==> src/rtl/wsc_pkg.sv <==
package wsc_pkg;

    parameter int unsigned NFRAMES = 16;
    parameter int unsigned TIME_W  = 16;
    localparam int unsigned IDX_W  = (NFRAMES > 1) ? $clog2(NFRAMES) : 1;

    typedef logic [IDX_W-1:0]  frame_t;
    typedef logic [TIME_W-1:0] vtime_t;

    typedef enum logic [0:0] {
        ST_IDLE = 1'b0,
        ST_SCAN = 1'b1
    } scan_st_e;

    typedef struct packed {
        logic   used;
        vtime_t stamp;
    } frame_ent_t;

    typedef struct packed {
        logic   vld;
        frame_t idx;
    } cand_t;

    function automatic frame_t frame_next(input frame_t i);
        if (i == frame_t'(NFRAMES - 1))
            return '0;
        return i + frame_t'(1);
    endfunction

    function automatic vtime_t frame_age(input vtime_t now, input vtime_t stamp);
        return now - stamp;
    endfunction

endpackage

==> src/rtl/wsc_frame_table.sv <==
module wsc_frame_table
    import wsc_pkg::*;
(
    input  logic                clk,
    input  logic                rst,
    input  vtime_t              vtime,
    input  logic                scan_clr,
    input  frame_t              scan_idx,
    input  logic                use_valid,
    input  frame_t              use_frame,
    input  logic                fill_valid,
    input  frame_t              fill_frame,
    output frame_ent_t          cur_ent,
    output logic [NFRAMES-1:0]  used_bits
);

    frame_ent_t ents [NFRAMES];

    for (genvar g = 0; g < NFRAMES; g++) begin : g_frame
        localparam frame_t MY_IDX = frame_t'(g);
        always_ff @(posedge clk) begin
            if (rst) begin
                ents[g] <= '0;
            end else begin
                // Scan update first; external events to the same frame win.
                if (scan_clr && scan_idx == MY_IDX) begin
                    ents[g].used  <= 1'b0;
                    ents[g].stamp <= vtime;
                end
                if (use_valid && use_frame == MY_IDX)
                    ents[g].used <= 1'b1;
                if (fill_valid && fill_frame == MY_IDX) begin
                    ents[g].used  <= 1'b1;
                    ents[g].stamp <= vtime;
                end
            end
        end
        assign used_bits[g] = ents[g].used;
    end

    assign cur_ent = ents[scan_idx];

endmodule

==> src/rtl/wsc_age_check.sv <==
module wsc_age_check
    import wsc_pkg::*;
(
    input  frame_ent_t ent,
    input  vtime_t     vtime,
    input  vtime_t     window,
    output logic       referenced,
    output logic       expired
);

    vtime_t age;

    always_comb begin
        age        = frame_age(vtime, ent.stamp);
        referenced = ent.used;
        expired    = !ent.used && (age > window);
    end

endmodule

==> src/rtl/wsc_scan_ctrl.sv <==
module wsc_scan_ctrl
    import wsc_pkg::*;
(
    input  logic   clk,
    input  logic   rst,
    input  logic   find_req,
    input  logic   cur_referenced,
    input  logic   cur_expired,
    output logic   scan_clr,
    output frame_t hand,
    output logic   busy,
    output logic   done,
    output frame_t victim
);

    scan_st_e state;
    frame_t   start_idx;
    frame_t   step_cnt;
    cand_t    cand;

    logic     last_step;
    logic     finish;
    frame_t   pick;

    always_comb begin
        last_step = (step_cnt == frame_t'(NFRAMES - 1));
        scan_clr  = (state == ST_SCAN) && cur_referenced;
        finish    = (state == ST_SCAN) && (cur_expired || last_step);
        if (cur_expired)
            pick = hand;
        else if (cand.vld)
            pick = cand.idx;
        else if (!cur_referenced)
            pick = hand;
        else
            pick = start_idx;
    end

    always_ff @(posedge clk) begin
        if (rst) begin
            state     <= ST_IDLE;
            hand      <= '0;
            start_idx <= '0;
            step_cnt  <= '0;
            cand      <= '0;
            done      <= 1'b0;
            victim    <= '0;
        end else begin
            done <= 1'b0;
            unique case (state)
                ST_IDLE: begin
                    if (find_req) begin
                        state     <= ST_SCAN;
                        start_idx <= hand;
                        step_cnt  <= '0;
                        cand      <= '0;
                    end
                end
                ST_SCAN: begin
                    if (finish) begin
                        state  <= ST_IDLE;
                        done   <= 1'b1;
                        victim <= pick;
                        hand   <= frame_next(pick);
                    end else begin
                        hand     <= frame_next(hand);
                        step_cnt <= step_cnt + frame_t'(1);
                        if (!cand.vld && !cur_referenced) begin
                            cand.vld <= 1'b1;
                            cand.idx <= hand;
                        end
                    end
                end
                default: state <= ST_IDLE;
            endcase
        end
    end

    assign busy = (state == ST_SCAN);

endmodule

==> src/rtl/wsc_victim_sel.sv <==
module wsc_victim_sel
    import wsc_pkg::*;
(
    input  logic                 clk,
    input  logic                 rst,
    input  logic                 find_req,
    input  logic [TIME_W-1:0]    vtime,
    input  logic [TIME_W-1:0]    window,
    input  logic                 use_valid,
    input  logic [IDX_W-1:0]     use_frame,
    input  logic                 fill_valid,
    input  logic [IDX_W-1:0]     fill_frame,
    output logic                 busy,
    output logic                 done,
    output logic [IDX_W-1:0]     victim,
    output logic [IDX_W-1:0]     hand_pos
);

    frame_ent_t          cur_ent;
    logic [NFRAMES-1:0]  used_bits;
    logic                scan_clr;
    logic                cur_referenced;
    logic                cur_expired;
    frame_t              hand;

    wsc_frame_table u_table (
        .clk        (clk),
        .rst        (rst),
        .vtime      (vtime),
        .scan_clr   (scan_clr),
        .scan_idx   (hand),
        .use_valid  (use_valid),
        .use_frame  (use_frame),
        .fill_valid (fill_valid),
        .fill_frame (fill_frame),
        .cur_ent    (cur_ent),
        .used_bits  (used_bits)
    );

    wsc_age_check u_age (
        .ent        (cur_ent),
        .vtime      (vtime),
        .window     (window),
        .referenced (cur_referenced),
        .expired    (cur_expired)
    );

    wsc_scan_ctrl u_ctrl (
        .clk            (clk),
        .rst            (rst),
        .find_req       (find_req),
        .cur_referenced (cur_referenced),
        .cur_expired    (cur_expired),
        .scan_clr       (scan_clr),
        .hand           (hand),
        .busy           (busy),
        .done           (done),
        .victim         (victim)
    );

    assign hand_pos = hand;

endmodule

==> config.mk <==
export PLATFORM = sky130hd
export DESIGN_NAME = wsc_victim_sel
export DESIGN_NICKNAME = d
export VERILOG_FILES = /design/src/rtl/wsc_pkg.sv /design/src/rtl/wsc_frame_table.sv /design/src/rtl/wsc_age_check.sv /design/src/rtl/wsc_scan_ctrl.sv /design/src/rtl/wsc_victim_sel.sv
export SDC_FILE = /design/constraint.sdc
export NUM_CORES = 1
export LEC_CHECK = 0
export ABC_AREA = 1
export BUFFER_PORTS_ARGS = -buffer_cell sky130_fd_sc_hd__buf_4
export CORE_UTILIZATION = 44
export CTS_CLUSTER_DIAMETER = 30
export DETAILED_ROUTE_END_ITERATION = 10
export GPL_ROUTABILITY_DRIVEN = 0
export PLACE_DENSITY_LB_ADDON = 0.25
export SYNTH_ARGS = -nofsm -noshare
export SYNTH_HDL_FRONTEND = slang
export SYNTH_SLANG_ARGS = --single-unit
==> constraint.sdc <==
create_clock -name clk -period 9.25 [get_ports clk]
set_input_delay 1.3875 -clock clk [delete_from_list [all_inputs] [get_ports clk]]
set_output_delay 1.3875 -clock clk [all_outputs]
set_load 0.03 [all_outputs]
## Word-level counts from Yosys, hierarchy flattened

Memory sizes are Yosys's and may differ from the RTL's. A register that Yosys moved wholly into a read port is not among the register bits.
Cells that the tools add are included.
Widths: inputs -> output; s select.

- Output and inout bits: 10
- Memory bits (writable): 272
- Memories kept: 1
- Flip-flop bits (word level): 23
- Word-level logic and storage cells: 463
- Input bits: 45

- Add/subtract/negate cells: 4
- Mux-type cells: 255
- Order comparisons: 1
- Equal/unequal tests: 50
- Bitwise gates (word level): 81
- Reduce and logical (&&, ||, !) cells: 63

Memory list:

| memory | words | width | read ports | clocked after Yosys merged registers in | write ports | RTL line | RTL |
|---|---|---|---|---|---|---|---|
| u_table.ents | 16 | 17 | 1 | 1 | 16 | wsc_frame_table.sv:17 | `frame_ent_t ents [NFRAMES];` |

Operators by type and width:

| operator | number |
|---|---|
| $mux 16 | 32 |
| $mux 1 | 205 |
| $eq 4x4->1 const B | 26 |
| $or 1x1->1 | 80 |
| $logic_and 1x1->1 | 52 |
| $eq 4x3->1 const B | 12 |
| $mux 4 | 12 |
| $eq 4x2->1 const B | 6 |
| $gt 16x16->1 | 1 |
| $sub 16x16->16 | 1 |
| $mux 5 | 3 |
| $add 4x1->4 const B | 3 |
| $eq 4x1->1 const B | 3 |
| $logic_not 4->1 | 3 |
| $pmux 5 s2 | 1 |
| $pmux 4 s2 | 1 |
| $ne 2x2->1 const B | 3 |
| $reduce_and 2->1 | 3 |
| $reduce_and 3->1 | 1 |
| $logic_not 1->1 | 2 |
| $pmux 1 s2 | 1 |
| $reduce_or 2->1 | 1 |
| $logic_or 1x1->1 | 1 |
| $not 1->1 | 1 |

## Depth between registers and ports, before layout

- Word-level depth: 13
- Gate-level depth with buffers: 39

## Hierarchy

Synthesis repeated with hierarchy kept, for this count alone.

- Cell total of the unflattened synthesis: 2038
- Area total of the unflattened synthesis: 16077.9 µm²

Modules (own cells, without submodules):

| module | instances | area each (µm²) | cells each |
|---|---|---|---|
| wsc_frame_table | 1 | 13536.7 | 1612 |
| wsc_age_check | 1 | 1405.1 | 268 |
| wsc_scan_ctrl | 1 | 1136.1 | 158 |

## Least setup slack after synthesis

OpenSTA, ideal clock, no wires.

- Path type: input-to-reg
- Start: input vtime[0]
- End: register (tool-made name)
- Stages on the path: 28
- Data arrival time: 5.126 ns
- Data required time: 9.179 ns
- Slack: 4.053 ns
- Path through: clkinv_1 clkbuf_1 ha_1 inv_1 fa_1 a21oi_1 o21ai_1 a21boi_0 o21ai_1 nand2_1 a21boi_1 o21bai_1 nand2_1 ha_1 nand2_1 nor2_1 nor3b_1 a21oi_1 nor2_1 inv_2 nand2_1 nand2_1 ha_1 a21oi_1 nand2_1 nand2_1 nand2_1 a21oi_2

RTL lines:

| element | RTL line | RTL |
|---|---|---|
| from (decl) | wsc_victim_sel.sv:7 | `input logic [TIME_W-1:0] vtime,` |

==> flow_summary.toml <==
[synth]
yosysSeqAreaShare_pct = 58.1
synth_nets = 1658
syn-instance-count = 1574
netlist_area_mm2 = 0.0150
synth_edf_count = 272
ys_seq_elements = 299
ys_types = 43
syn_area_per_cell_um2 = 9.53
yosysWarnings = 0
synthArstFlopShare_pct = 0
synthFlopType = "edfxtp_1"

[pwr]
p_sw_share_pct = 33.7
vdd_drop_max_mv = 0.166
intPower_mw = 3.52
seqPwrFrac_pct = 31.3
comb_power_share_pct = 28.0
pwr-share-clk_pct = 40.7
power.leakage_nw = 7.17
power_switching_mw = 1.79
p_per_area_mw_per_mm2 = 302

[clock_tree]
post_cts_buffers = 0
cts_max_path_buffers = 3
path_clk_slew_ns = 0.05
clock_latency_ns = 0.59
numCtsBuffers = 59
htreeDepth = 2
numClockSinks = 299
cts_root_buf = "clkbuf_16"
postCtsResizedCells = 0
cts_hold_buffers = 0
cts_tree = "done"

[layout]
final_cell_mix = "nor2_1 (416), edfxtp_1 (272), nand2_1 (160)"
layout-drive-gt1-share_pct = 14.0
area_delta_synth_final_pct = 17.4
num_antenna_cells = 0
nFillCells = 3026
final_common_cell = "nor2_1"
final_nets = 1688

[critical_path]
startpoint_type = "flop"
worstPathArrival_ns = 7.11
r2r_slack_ns = 2.64
crit_path_end_kind = "flop"
cp_max_fo = 64
cp_slowest_cell = "dfxtp_4"
critPathMaxStageDelay_ns = 0.77
cp_data_required_time_ns = 9.75
critPathMostFrequentCell = "nand2_1"
reg2reg_depth = 33
path_class = "reg2reg"

[worst_hold_path]
whs_path_depth = 2
min_to = "u_ctrl.step_cnt[3]"
min_from = "u_ctrl.step_cnt[3]"
min_path_type = "reg2reg"

[routing]
via_count = 11600
drtIter0Drc = 967
drc = 0
ant_nets = 0
met3WireLength_um = 2470
top_layer = "met4"
routedWlPerCell_um = 19.0
via_per_inst = 5.52
wl_met1_um = 16700
wirelength_um = 39900
wl_met2_um = 19700
firstDrtPassIters = 5

[die]
ioPinCount = 55
core_area_mm2 = 0.0335
initial_core_util_pct = 44.7
dieHeight_um = 187
dieArea_mm2 = 0.0348
die_x_um = 187
row_count = 67

[placed_design]
dp_hpwl_um = 24800
io_buffers = 54

[timing]
finalHoldViolCount = 0
worstMarginPinSlew_ns = 1.15
rsz0062_at_grt = "false"
holdWs_ns = 0.463
fin_crit_ns = 6.61
tns_ns = 0
finalSetupViolCount = 0
report.final.slew_viol_count = 0
fmaxAchievable_ghz = 0.151
period_share_pct = 71.5
slew_headroom_pct = 23.0
skew_ns = 0.0291

[global_routing]
grt_start_max_net_pins = 76
antenna_found_initial = 0
grt_usage_pct = 22.8
grt_pass1_vias = 11600
grt_pass1_wl_um = 62400
grt_overflow = 0

[status]
status = "finished, final reports clean"

[job]
drv_cap = 0
-- kinds of logic (layout without fill, tap and decap cells) --
kind of cell,after synthesis,count (layout),synth area share [%]
compound gates,298,298,12.4
simple gates,687,687,18.6
fa+ha+maj,39,39,3.30
buf+inv,236,317,6.78
flops,299,299,58.1
xor+xnor,15,15,0.876
-- cell usage after synthesis, drive strengths merged (16+ instances only) --
cell / n / area, um^2
edfxtp: 272 / 8170
nand4: 16 / 100
nand2: 166 / 638
clkbuf: 67 / 251
o221ai: 50 / 438
inv: 140 / 526
o211ai: 17 / 128
buf: 26 / 229
ha: 38 / 475
nand3: 61 / 320
o22ai: 19 / 119
dfxtp: 27 / 541
a21oi: 33 / 180
nor2: 435 / 1690
o21ai: 163 / 876
-- critical path, delay by kind of cell, from the launching register on --
kind / cells / cell delay, ns
AO/OA/AOI/OAI: 12 / 2.25
AND/OR/NAND/NOR: 14 / 1.35
buffers and inverters: 3 / 1.29
flip-flops: 1 / 0.77
adder cells (fa/ha/maj): 3 / 0.67
XOR/XNOR: 1 / 0.17
-- metal layers --
layer,vias up,track usage (%)
met5,-,0
met2,423,38.9
met4,0,8.51
li1,5492,-
met1,5613,29.3
met3,86,3.40
-- layout make-up --
type | instances | area (um^2) | area share (%)
Clock inverter | 43 | 477 | 2.71
Sequential cell | 299 | 8710 | 49.5
Clock buffer | 69 | 1580 | 8.95
Timing Repair Buffer | 62 | 465 | 2.64
Multi-Input combinational cell | 1039 | 5280 | 30.0
Inverter | 143 | 538 | 3.06
Tap cell | 448 | 561 | 3.18
-- power groups by stage --
stage / Clock [mW] / Sequential [mW] / Combinational, mW
4_1_cts: 2.18 / 1.66 / 1.49
3_5_place_dp: 0 / 1.68 / 1.49
6_report: 2.16 / 1.66 / 1.49
3_3_place_gp: 0 / 1.68 / 1.47
5_1_grt: 2.25 / 1.67 / 1.69
2_1_floorplan: 0 / 1.66 / 1.11
-- registers in the layout, indices dropped and copies added, names as in the netlist, named ones only --
| signal | count |
|---|---|
| u_ctrl.done | 1 |
| u_ctrl.hand | 4 |
| u_ctrl.busy | 1 |
| u_table.ents | 272 |
| u_ctrl.step_cnt | 4 |
| u_ctrl.start_idx | 4 |
| u_ctrl.victim | 4 |
| u_ctrl.cand | 5 |
-- how the worst max path moves through the flow --
stage	start	to	slack (ns)	cells past startpoint
after CTS	flop	flop	2.65	32
after detailed placement	flop	u_ctrl.hand[3]	2.69	34
final	flop	flop	2.64	33
after global placement	flop	flop	2.84	33
after floorplan	vtime[0]	flop	4.05	28
after global routing	flop	flop	1.95	32
-- stage by stage --
stage	std cells	total power, mW	setup slack (ns)	util, %	instance area, um^2
2_1_floorplan	1574	2.77	4.05	-	15000
3_3_place_gp	1991	3.15	2.84	46.4	15600
3_5_place_dp	1991	3.17	2.69	46.4	15600
4_1_cts	2103	5.33	2.65	52.5	17600
5_1_grt	2103	5.61	1.95	52.5	17600
6_report	2103	5.31	2.64	52.5	17600
Note: power is estimated with default switching activity, not from simulation.
